$ cat src/rtl/hs_mon_pkg.sv
package hs_mon_pkg;
  localparam int ERR_N     = 5;
  localparam int ERR_MULTI = 0;
  localparam int ERR_NOREQ = 1;
  localparam int ERR_DROP  = 2;
  localparam int ERR_TMO   = 3;
  localparam int ERR_DATA  = 4;

  typedef logic [ERR_N-1:0] err_vec_t;

  // Next outstanding state: a new request opens, an acknowledge edge closes.
  function automatic logic next_pending(logic cur, logic rise_req, logic rise_ack);
    return rise_req | (cur & ~rise_ack);
  endfunction
endpackage

$ cat src/rtl/hs_ack_sync.sv
module hs_ack_sync #(
  parameter int STAGES = 2
) (
  input  logic clk,
  input  logic rst_n,
  input  logic ack_in,
  output logic ack_rise
);
  logic [STAGES:0] chain;

  always_ff @(posedge clk or negedge rst_n) begin
    if (!rst_n) chain <= '0;
    else        chain <= {chain[STAGES-1:0], ack_in};
  end

  assign ack_rise = chain[STAGES-1] & ~chain[STAGES];
endmodule

$ cat src/rtl/hs_tracker.sv
module hs_tracker
  import hs_mon_pkg::*;
#(
  parameter int DATA_W  = 8,
  parameter int TIMEOUT = 64,
  localparam int WAIT_W = $clog2(TIMEOUT + 1)
) (
  input  logic              clk,
  input  logic              rst_n,
  input  logic              req,
  input  logic [DATA_W-1:0] data,
  input  logic              ack_rise,
  output logic              req_rise,
  output logic              pending,
  output logic [WAIT_W-1:0] wait_cnt,
  output err_vec_t          events
);
  logic              req_q;
  logic [DATA_W-1:0] data_q;
  logic              req_fall;
  logic              pending_n;
  logic              at_limit;

  assign req_rise  = req & ~req_q;
  assign req_fall  = ~req & req_q;
  assign pending_n = next_pending(pending, req_rise, ack_rise);
  assign at_limit  = (wait_cnt == WAIT_W'(TIMEOUT - 1));

  always_comb begin
    events            = '0;
    events[ERR_MULTI] = req_rise & pending;
    events[ERR_NOREQ] = ack_rise & ~pending;
    events[ERR_DROP]  = req_fall & pending & ~ack_rise;
    events[ERR_TMO]   = pending & ~ack_rise & at_limit;
    events[ERR_DATA]  = req & req_q & (data != data_q);
  end

  always_ff @(posedge clk or negedge rst_n) begin
    if (!rst_n) begin
      req_q    <= 1'b0;
      data_q   <= '0;
      pending  <= 1'b0;
      wait_cnt <= '0;
    end else begin
      req_q   <= req;
      data_q  <= data;
      pending <= pending_n;
      if (req_rise || !pending_n)
        wait_cnt <= '0;
      else if (wait_cnt != WAIT_W'(TIMEOUT))
        wait_cnt <= wait_cnt + 1'b1;
    end
  end
endmodule

$ cat src/rtl/hs_sat_counter.sv
module hs_sat_counter #(
  parameter int W = 16
) (
  input  logic         clk,
  input  logic         rst_n,
  input  logic         clr,
  input  logic         inc,
  output logic [W-1:0] count
);
  always_ff @(posedge clk or negedge rst_n) begin
    if (!rst_n)                      count <= '0;
    else if (clr)                    count <= '0;
    else if (inc && count != '1)     count <= count + 1'b1;
  end
endmodule

$ cat src/rtl/hs_handshake_monitor.sv
module hs_handshake_monitor
  import hs_mon_pkg::*;
#(
  parameter int DATA_W  = 8,
  parameter int CNT_W   = 16,
  parameter int TIMEOUT = 64,
  parameter int SYNC_N  = 2,
  localparam int WAIT_W = $clog2(TIMEOUT + 1)
) (
  input  logic              clk,
  input  logic              rst_n,
  input  logic              clr,
  input  logic              req,
  input  logic              ack,
  input  logic [DATA_W-1:0] data,
  output logic [ERR_N-1:0]  err_pulse,
  output logic [ERR_N-1:0]  err_flags,
  output logic [CNT_W-1:0]  req_count,
  output logic [CNT_W-1:0]  ack_count
);
  logic              ack_rise;
  logic              req_rise;
  logic              pending;
  logic [WAIT_W-1:0] wait_cnt;
  err_vec_t          events;
  logic [1:0]        cov_inc;
  logic [CNT_W-1:0]  cov_val [2];

  hs_ack_sync #(.STAGES(SYNC_N)) sync_i (
    .clk(clk), .rst_n(rst_n), .ack_in(ack), .ack_rise(ack_rise)
  );

  hs_tracker #(.DATA_W(DATA_W), .TIMEOUT(TIMEOUT)) trk_i (
    .clk(clk), .rst_n(rst_n), .req(req), .data(data), .ack_rise(ack_rise),
    .req_rise(req_rise), .pending(pending), .wait_cnt(wait_cnt), .events(events)
  );

  assign cov_inc = {ack_rise, req_rise};

  for (genvar g = 0; g < 2; g++) begin : g_cov
    hs_sat_counter #(.W(CNT_W)) cnt_i (
      .clk(clk), .rst_n(rst_n), .clr(clr), .inc(cov_inc[g]), .count(cov_val[g])
    );
  end

  assign req_count = cov_val[0];
  assign ack_count = cov_val[1];

  always_ff @(posedge clk or negedge rst_n) begin
    if (!rst_n) begin
      err_pulse <= '0;
      err_flags <= '0;
    end else begin
      err_pulse <= events;
      err_flags <= clr ? '0 : (err_flags | events);
    end
  end
endmodule

$ cat config.mk
export PLATFORM = sky130hd
export DESIGN_NAME = hs_handshake_monitor
export DESIGN_NICKNAME = d
export VERILOG_FILES = /design/src/rtl/hs_mon_pkg.sv /design/src/rtl/hs_ack_sync.sv /design/src/rtl/hs_tracker.sv /design/src/rtl/hs_sat_counter.sv /design/src/rtl/hs_handshake_monitor.sv
export SDC_FILE = /design/constraint.sdc
export NUM_CORES = 1
export LEC_CHECK = 0
export ABC_AREA = 1
export BUFFER_PORTS_ARGS = -buffer_cell sky130_fd_sc_hd__buf_2
export CAP_MARGIN = 20
export CORE_ASPECT_RATIO = 0.75
export CORE_UTILIZATION = 56
export CTS_CLUSTER_SIZE = 14
export DETAILED_ROUTE_END_ITERATION = 6
export PLACE_DENSITY = 0.91
export RECOVER_POWER = 50
export SYNTH_ARGS = -nofsm -noshare
export SYNTH_HDL_FRONTEND = slang
export SYNTH_SLANG_ARGS = --single-unit
$ cat constraint.sdc
create_clock -name clk -period 3.64 [get_ports clk]
set_clock_uncertainty 0.15 [all_clocks]
set_input_delay 0.91 -clock clk [delete_from_list [all_inputs] [get_ports clk]]
set_output_delay 0.91 -clock clk [all_outputs]
set_load 0.01 [all_outputs]
==> results of run 1 <==
-- routing by layer --
| layer | GRT usage | vias up | part of all wire | wire length, um |
|---|---|---|---|---|
| li1 | - | 1416 | - | - |
| met1 | 0.359 | 1312 | 0.47 | 3370 |
| met3 | 0.0991 | 17 | 0.061 | 441 |
| met5 | 0 | - | 0 | 0 |
| met4 | 0.0827 | 0 | 0.015 | 110 |
| met2 | 0.415 | 84 | 0.46 | 3320 |
-- stage by stage --
stage / util / total power, mW / setup WS (ns) / hold WS (ns) / std cells
after detailed placement: 0.653 / 0.832 / 1.37 / 0.186 / 529
final: 0.689 / 1.48 / 1.02 / 0.195 / 545
after global routing: 0.689 / 1.54 / 0.734 / 0.202 / 545
after CTS: 0.693 / 1.49 / 1.53 / 0.191 / 545
after floorplan: - / 0.786 / 1.82 / 0.181 / 404
after global placement: 0.653 / 0.826 / 1.53 / 0.189 / 529
-- cells by family after synthesis --
logic type | count (synthesis)
XOR/XNOR | 17
buffers and inverters | 58
AND/OR/NAND/NOR | 228
flip-flops | 62
adder cells (fa/ha/maj) | 4
AO/OA/AOI/OAI | 35
-- area by class of cell --
type	instances	area share
clock inverters	4	0.0189
flip-flops and latches	62	0.418
inverters	51	0.0516
multi-input cells	284	0.373
well taps	75	0.0253
clock buffers	12	0.0391
repair buffers	57	0.0735
-- state kept, by name (all words and copies together) (netlist names) --
name               cells
g_cov.cnt_i.count     32
sync_i.chain           3
err_flags              5
trk_i.wait_cnt         7
err_pulse              5
trk_i.req_q            1
trk_i.data_q           8
trk_i.pending          1
-- worst min-delay path by stage --
| stage | end | slack [ns] | from | depth (start not counted) |
|---|---|---|---|---|
| global placement | sync_i.chain[1]$_DFF_PN0_ | 0.19 | sync_i.chain[0]$_DFF_PN0_ | 0 |
| detailed placement | sync_i.chain[1]$_DFF_PN0_ | 0.19 | sync_i.chain[0]$_DFF_PN0_ | 0 |
| global route | sync_i.chain[1]$_DFF_PN0_ | 0.20 | sync_i.chain[0]$_DFF_PN0_ | 0 |
| finish | sync_i.chain[1]$_DFF_PN0_ | 0.19 | sync_i.chain[0]$_DFF_PN0_ | 0 |
| floorplan | sync_i.chain[1]$_DFF_PN0_ | 0.18 | sync_i.chain[0]$_DFF_PN0_ | 0 |
| CTS | sync_i.chain[1]$_DFF_PN0_ | 0.19 | sync_i.chain[0]$_DFF_PN0_ | 0 |
-- critical path: cells and delay by family --
kind,cells,cell delay [ns]
AO/OA/AOI/OAI,1,0.22
buffers and inverters,3,1.44
AND/OR/NAND/NOR,1,0.16
-- power by group --
part	internal, mW	total [mW]	switching [mW]	leakage, nW
clock network	0.402	0.661	0.259	0.110
logic	0.0296	0.0983	0.0687	0.927
registers	0.707	0.719	0.0113	0.828
total	1.14	1.48	0.339	1.87
-- cell usage in the layout, fill, tap and decap left out, drive strengths merged --
cell	instances
nand2	107
dfrtp	62
nor2	55
inv	51
nand3	45
buf	45
clkbuf	24
o21ai	19
nand4	14
xnor2	9
a21oi	8
xor2	8
o21bai	4
ha	4
nor3	3
o21a	2
nand3b	2
bufinv	2
clkinv	2
a31oi	1
or2	1
o211ai	1
nor4	1
==> metrics.csv, run 1 <==
metric,value,unit
Crit Reg-Reg Endpoint,g_cov[1].cnt_i.count[9]$_DFFE_PN0P_,
Setup TNS Final,0,ns
post-CTS clock slew at the launch and capture registers of the worst setup and hold paths,0.07,ns
share of cell area taken by muxes after synthesis,0,
total of warnings raised by yosys,0,
total CTS buffers,9,
sequential area share after synthesis,0.490,
main combinational cell family by area after synthesis,simple AND/OR/NAND/NOR gates,
detailed placer's ending HPWL,5.17,mm
time the final worst path needs with I/O delays and setup,2.62,ns
critical register-to-register path startpoint,g_cov[1].cnt_i.count[0]$_DFFE_PN0P_,
CP Data Required Time,3.75,ns
final-report max-slew violation count,69,
Slew HR,-0.128,
synthesis-stage register bit count,62,
instance count of the mapped netlist,404,
Async SR Flop Fraction,1.00,
number of hold violations in the final report,0,
worst-case reg-to-reg path depth,9,
combined global-route utilization of all metal layers,0.271,
layout cell share with drive strength beyond 1,0.147,
delay of the slowest critical-path stage,1.19,ns
wire length per cell,13.3,um
area added between synthesis and finish,17.1,%
"Data arrival, critical path",2.73,ns
Setup crit start,clr,
grt ovf,0,
ports placed on the boundary,55,
failing checks,"max-capacitance violations, max-slew violations",
vias per inst,5.19,
maxcap violations,2,
cells taking the most area after synthesis,"sky130_fd_sc_hd__dfrtp_1 (49%), sky130_fd_sc_hd__nand2_1 (12%), sky130_fd_sc_hd__nand3_1 (7.1%)",
# port buffers,54,
area of the die,0.00596,mm2
Core Footprint,0.00538,mm2
height of the die,67.1,um
wire length of the first global-routing pass,11.9,mm
type of the worst setup path,input port to flop,
Worst setup SP type,input port,
number of buffers on the longest clock path,2,
Synth Area per Inst,7.84,um2
width of the die,88.8,um
portion of synthesized cell area occupied by the leading cell type,0.490,
sequential cell area,0.00155,mm2
maximum ir drop on the vdd rail,0.282,mV
last weighted congestion value of the routability-driven placer,0.852,
CTS tree,done,
synthesized-area fraction occupied by adder cells,0.0158,
Max Fanout on Critical Path,35,
HP Class,flop to flop,
router iterations before antenna repair,4,
"antenna viol nets, final",0,
site row count,23,
initial antenna violation count,0,
number of distinct standard cells referenced by the synthesized netlist,29,
ranking of synthesized cells by instance count,"sky130_fd_sc_hd__nand2_1 (105), sky130_fd_sc_hd__dfrtp_1 (62), sky130_fd_sc_hd__nor2_1 (50)",
slowest cell on the critical path,sky130_fd_sc_hd__clkbuf_1,
starting density of the core,0.588,
clock tree sinks,62,
DRC viols,0,
insertion delay to the later sink of the worst-skew pair,0.35,ns
most common cell in the synthesized netlist,sky130_fd_sc_hd__nand2_1,
Post-Place Cell Area,0.00351,mm2
capturing instance or port of the critical path,g_cov[1].cnt_i.count[9]$_DFFE_PN0P_,
xor and xnor area share after synthesis,0.0470,
post-synthesis cell area,0.00317,mm2
number of enable-type register cells in the synthesized netlist,0,
CP endpoint kind,flop,
share of the clock period used by the worst path,0.719,
cell area power density,399,mW/mm2
Setup-failing EPs final,0,
Pleak,1.87,nW
maximum number of pins on one net before global-route repair,36,
root buf cell,sky130_fd_sc_hd__clkbuf_8,
number of gates resized after cts,0,
cell taking the most area after synthesis,sky130_fd_sc_hd__dfrtp_1,
worst setup slack for register-to-register paths,1.50,ns
post-synthesis compound-gate area fraction,0.0612,
highest achievable clock rate,0.382,GHz
run status,"finished, violations left",
H-tree depth reported by CTS,3,
area of all placed cells without fillers,0.00371,mm2
count of hold buffers inserted by post-cts repair,0,
drt initial violations,191,
area used by multi-input combinational logic,0.00138,mm2
drt total wl,7.25,mm
setup repair after global routing missed its margin,no,
"share of synthesized cell area in and, or, nand and nor gates",0.313,
Post-Syn Nets,421,
overall via count from detail_route,2829,
dominant synthesized flop cell,sky130_fd_sc_hd__dfrtp_1,
number of nets in the final layout,482,
fillcell total,456,
diode count,0,
measured slew at the worst slew-check pin,1.69,ns
vias in the first global route,2556,
critical-path cell list,buf_2 -> inv_2 -> clkbuf_1 -> nand3_1 -> o21ai_0,
number of setup buffers added after CTS,0,
Power figures use the tool's default switching activity.
==> run 2: changes to the inputs <==
clock period = 2.7 ns   (was 3.64 ns; I/O delays follow)
==> metrics.csv, run 2 (synthesis results as in run 1) <==
metric,value,unit
"most common cell after layout, fill and taps aside",sky130_fd_sc_hd__nand2_1,
Worst setup SP type,flop,
top flop regs,"g_cov.cnt_i.count: 32 flops, trk_i.data_q: 8 flops, trk_i.wait_cnt: 7 flops",
maximum ir drop on the vdd rail,0.374,mV
last weighted congestion value of the routability-driven placer,0.866,
most utilized layer in the global route result,met2,
post-route worst hold slack,0.223,ns
"Data arrival, critical path",2.18,ns
initial antenna violation count,0,
share of the clock period used by the worst path,0.778,
number of flip-flops in the largest register,32,
drt initial violations,301,
HP Class,flop to flop,
"antenna viol nets, final",0,
critical register-to-register path startpoint,g_cov[1].cnt_i.count[0]$_DFFE_PN0P_,
worst setup slack for register-to-register paths,0.60,ns
number of hold violations in the final report,0,
measured slew at the worst slew-check pin,0.989,ns
"Most flops, register",g_cov.cnt_i.count,
maximum number of pins on one net before global-route repair,36,
worst-case reg-to-reg path depth,9,
CP Data Required Time,2.78,ns
clock tree sinks,62,
final-report max-slew violation count,0,
GRT met3 Usage,0.0892,
drt total wl,7.17,mm
launch point of the worst hold path,sync_i.chain[0]$_DFF_PN0_,
detailed placer's ending HPWL,4.79,mm
height of the die,67.1,um
time the final worst path needs with I/O delays and setup,2.10,ns
grt ovf,0,
ports placed on the boundary,55,
number of nets in the final layout,482,
Global Route met2 Usage,0.432,
CTS tree,done,
vias in the first global route,2656,
combined global-route utilization of all metal layers,0.269,
area of the die,0.00596,mm2
Post-Place Cell Area,0.00351,mm2
area of all placed cells without fillers,0.00372,mm2
insertion delay to the later sink of the worst-skew pair,0.35,ns
met1 Track Usage GR,0.348,
cell depth of the worst hold path,0,
run status,"finished, final reports clean",
Slew HR,0.341,
area added between synthesis and finish,17.4,%
Max Fanout on Critical Path,14,
# port buffers,54,
wire length per cell,13.2,um
site row count,23,
total CTS buffers,9,
number of setup buffers added after CTS,0,
CP endpoint kind,flop,
cell area power density,544,mW/mm2
wire length of the first global-routing pass,12.0,mm
highest achievable clock rate,0.476,GHz
Setup TNS Final,0,ns
maxcap violations,0,
diode count,0,
layout cell share with drive strength beyond 1,0.155,
count of hold buffers inserted by post-cts repair,0,
"top library cells by usage in the layout, fill and taps aside","sky130_fd_sc_hd__nand2_1 (105), sky130_fd_sc_hd__dfrtp_1 (62), sky130_fd_sc_hd__nor2_1 (50), sky130_fd_sc_hd__inv_1 (49), sky130_fd_sc_hd__nand3_1 (45)",
DRC viols,0,
Setup-failing EPs final,0,
vias per inst,5.32,
width of the die,88.8,um
starting density of the core,0.588,
setup repair after global routing missed its margin,no,
Core Footprint,0.00538,mm2
root buf cell,sky130_fd_sc_hd__clkbuf_8,
type of the worst setup path,flop to flop,
number of buffers on the longest clock path,2,
fillcell total,419,
number of gates resized after cts,0,
Pleak,1.87,nW
overall via count from detail_route,2901,
Crit Reg-Reg Endpoint,g_cov[1].cnt_i.count[2]$_DFFE_PN0P_,
post-CTS clock slew at the launch and capture registers of the worst setup and hold paths,0.07,ns
hold endpoint,sync_i.chain[1]$_DFF_PN0_,
H-tree depth reported by CTS,3,
router iterations before antenna repair,5,
run 2: worst max-delay path: stages, from the launching register on:
cell,delay (ns)
sky130_fd_sc_hd__dfrtp_1,0.42
sky130_fd_sc_hd__ha_1,0.25
sky130_fd_sc_hd__nand2_1,0.09
sky130_fd_sc_hd__nor2_2,0.04
sky130_fd_sc_hd__nand2_1,0.14
sky130_fd_sc_hd__nor2_4,0.06
sky130_fd_sc_hd__nor2_2,0.47
sky130_fd_sc_hd__nor2_4,0.17
sky130_fd_sc_hd__nand2_1,0.10
sky130_fd_sc_hd__o21ai_0,0.08
run 2: worst max-delay path by stage:
| stage | to | from | slack, ns |
|---|---|---|---|
| 2_1_floorplan | g_cov[1].cnt_i.count[3]$_DFFE_PN0P_ | g_cov[1].cnt_i.count[0]$_DFFE_PN0P_ | 0.99 |
| 3_3_place_gp | g_cov[1].cnt_i.count[9]$_DFFE_PN0P_ | g_cov[1].cnt_i.count[0]$_DFFE_PN0P_ | 0.74 |
| 3_5_place_dp | g_cov[1].cnt_i.count[3]$_DFFE_PN0P_ | g_cov[1].cnt_i.count[0]$_DFFE_PN0P_ | 0.66 |
| 4_1_cts | g_cov[1].cnt_i.count[2]$_DFFE_PN0P_ | g_cov[1].cnt_i.count[0]$_DFFE_PN0P_ | 0.63 |
| 5_1_grt | g_cov[1].cnt_i.count[2]$_DFFE_PN0P_ | g_cov[1].cnt_i.count[0]$_DFFE_PN0P_ | 0.42 |
| 6_report | g_cov[1].cnt_i.count[2]$_DFFE_PN0P_ | g_cov[1].cnt_i.count[0]$_DFFE_PN0P_ | 0.60 |
run 2: per-layer routing:
| metal | share of wire | vias up | wire length [um] |
|---|---|---|---|
| met5 | 0 | - | 0 |
| met4 | 0.013 | 0 | 94 |
| met3 | 0.068 | 13 | 484 |
| met2 | 0.48 | 116 | 3410 |
| met1 | 0.44 | 1353 | 3180 |
| li1 | - | 1419 | - |
run 2: final cells by class:
cell class                 count  area (um2)  area share
inverter                      51         191      0.0515
multi-input combinational    284        1380       0.372
clock inverter                 7        97.6      0.0263
sequential                    62        1550       0.417
timing repair buffer          57         275      0.0740
tap                           75        93.8      0.0252
clock buffer                   9         124      0.0333
run 2: stage by stage:
stage,cells,util,worst slack (ns),total power [mW]
floorplan,404,-,0.992,1.06
global placement,529,0.653,0.741,1.11
finish,545,0.691,0.600,2.02
CTS,545,0.694,0.629,2.04
global route,545,0.691,0.417,2.10
detailed placement,529,0.653,0.663,1.12
run 2: report_power, final:
group | switching [mW] | total (mW) | leakage (nW) | internal, mW
clock | 0.398 | 0.920 | 0.106 | 0.522
combinational | 0.0935 | 0.133 | 0.933 | 0.0400
sequential | 0.0153 | 0.968 | 0.828 | 0.953
total | 0.507 | 2.02 | 1.87 | 1.51
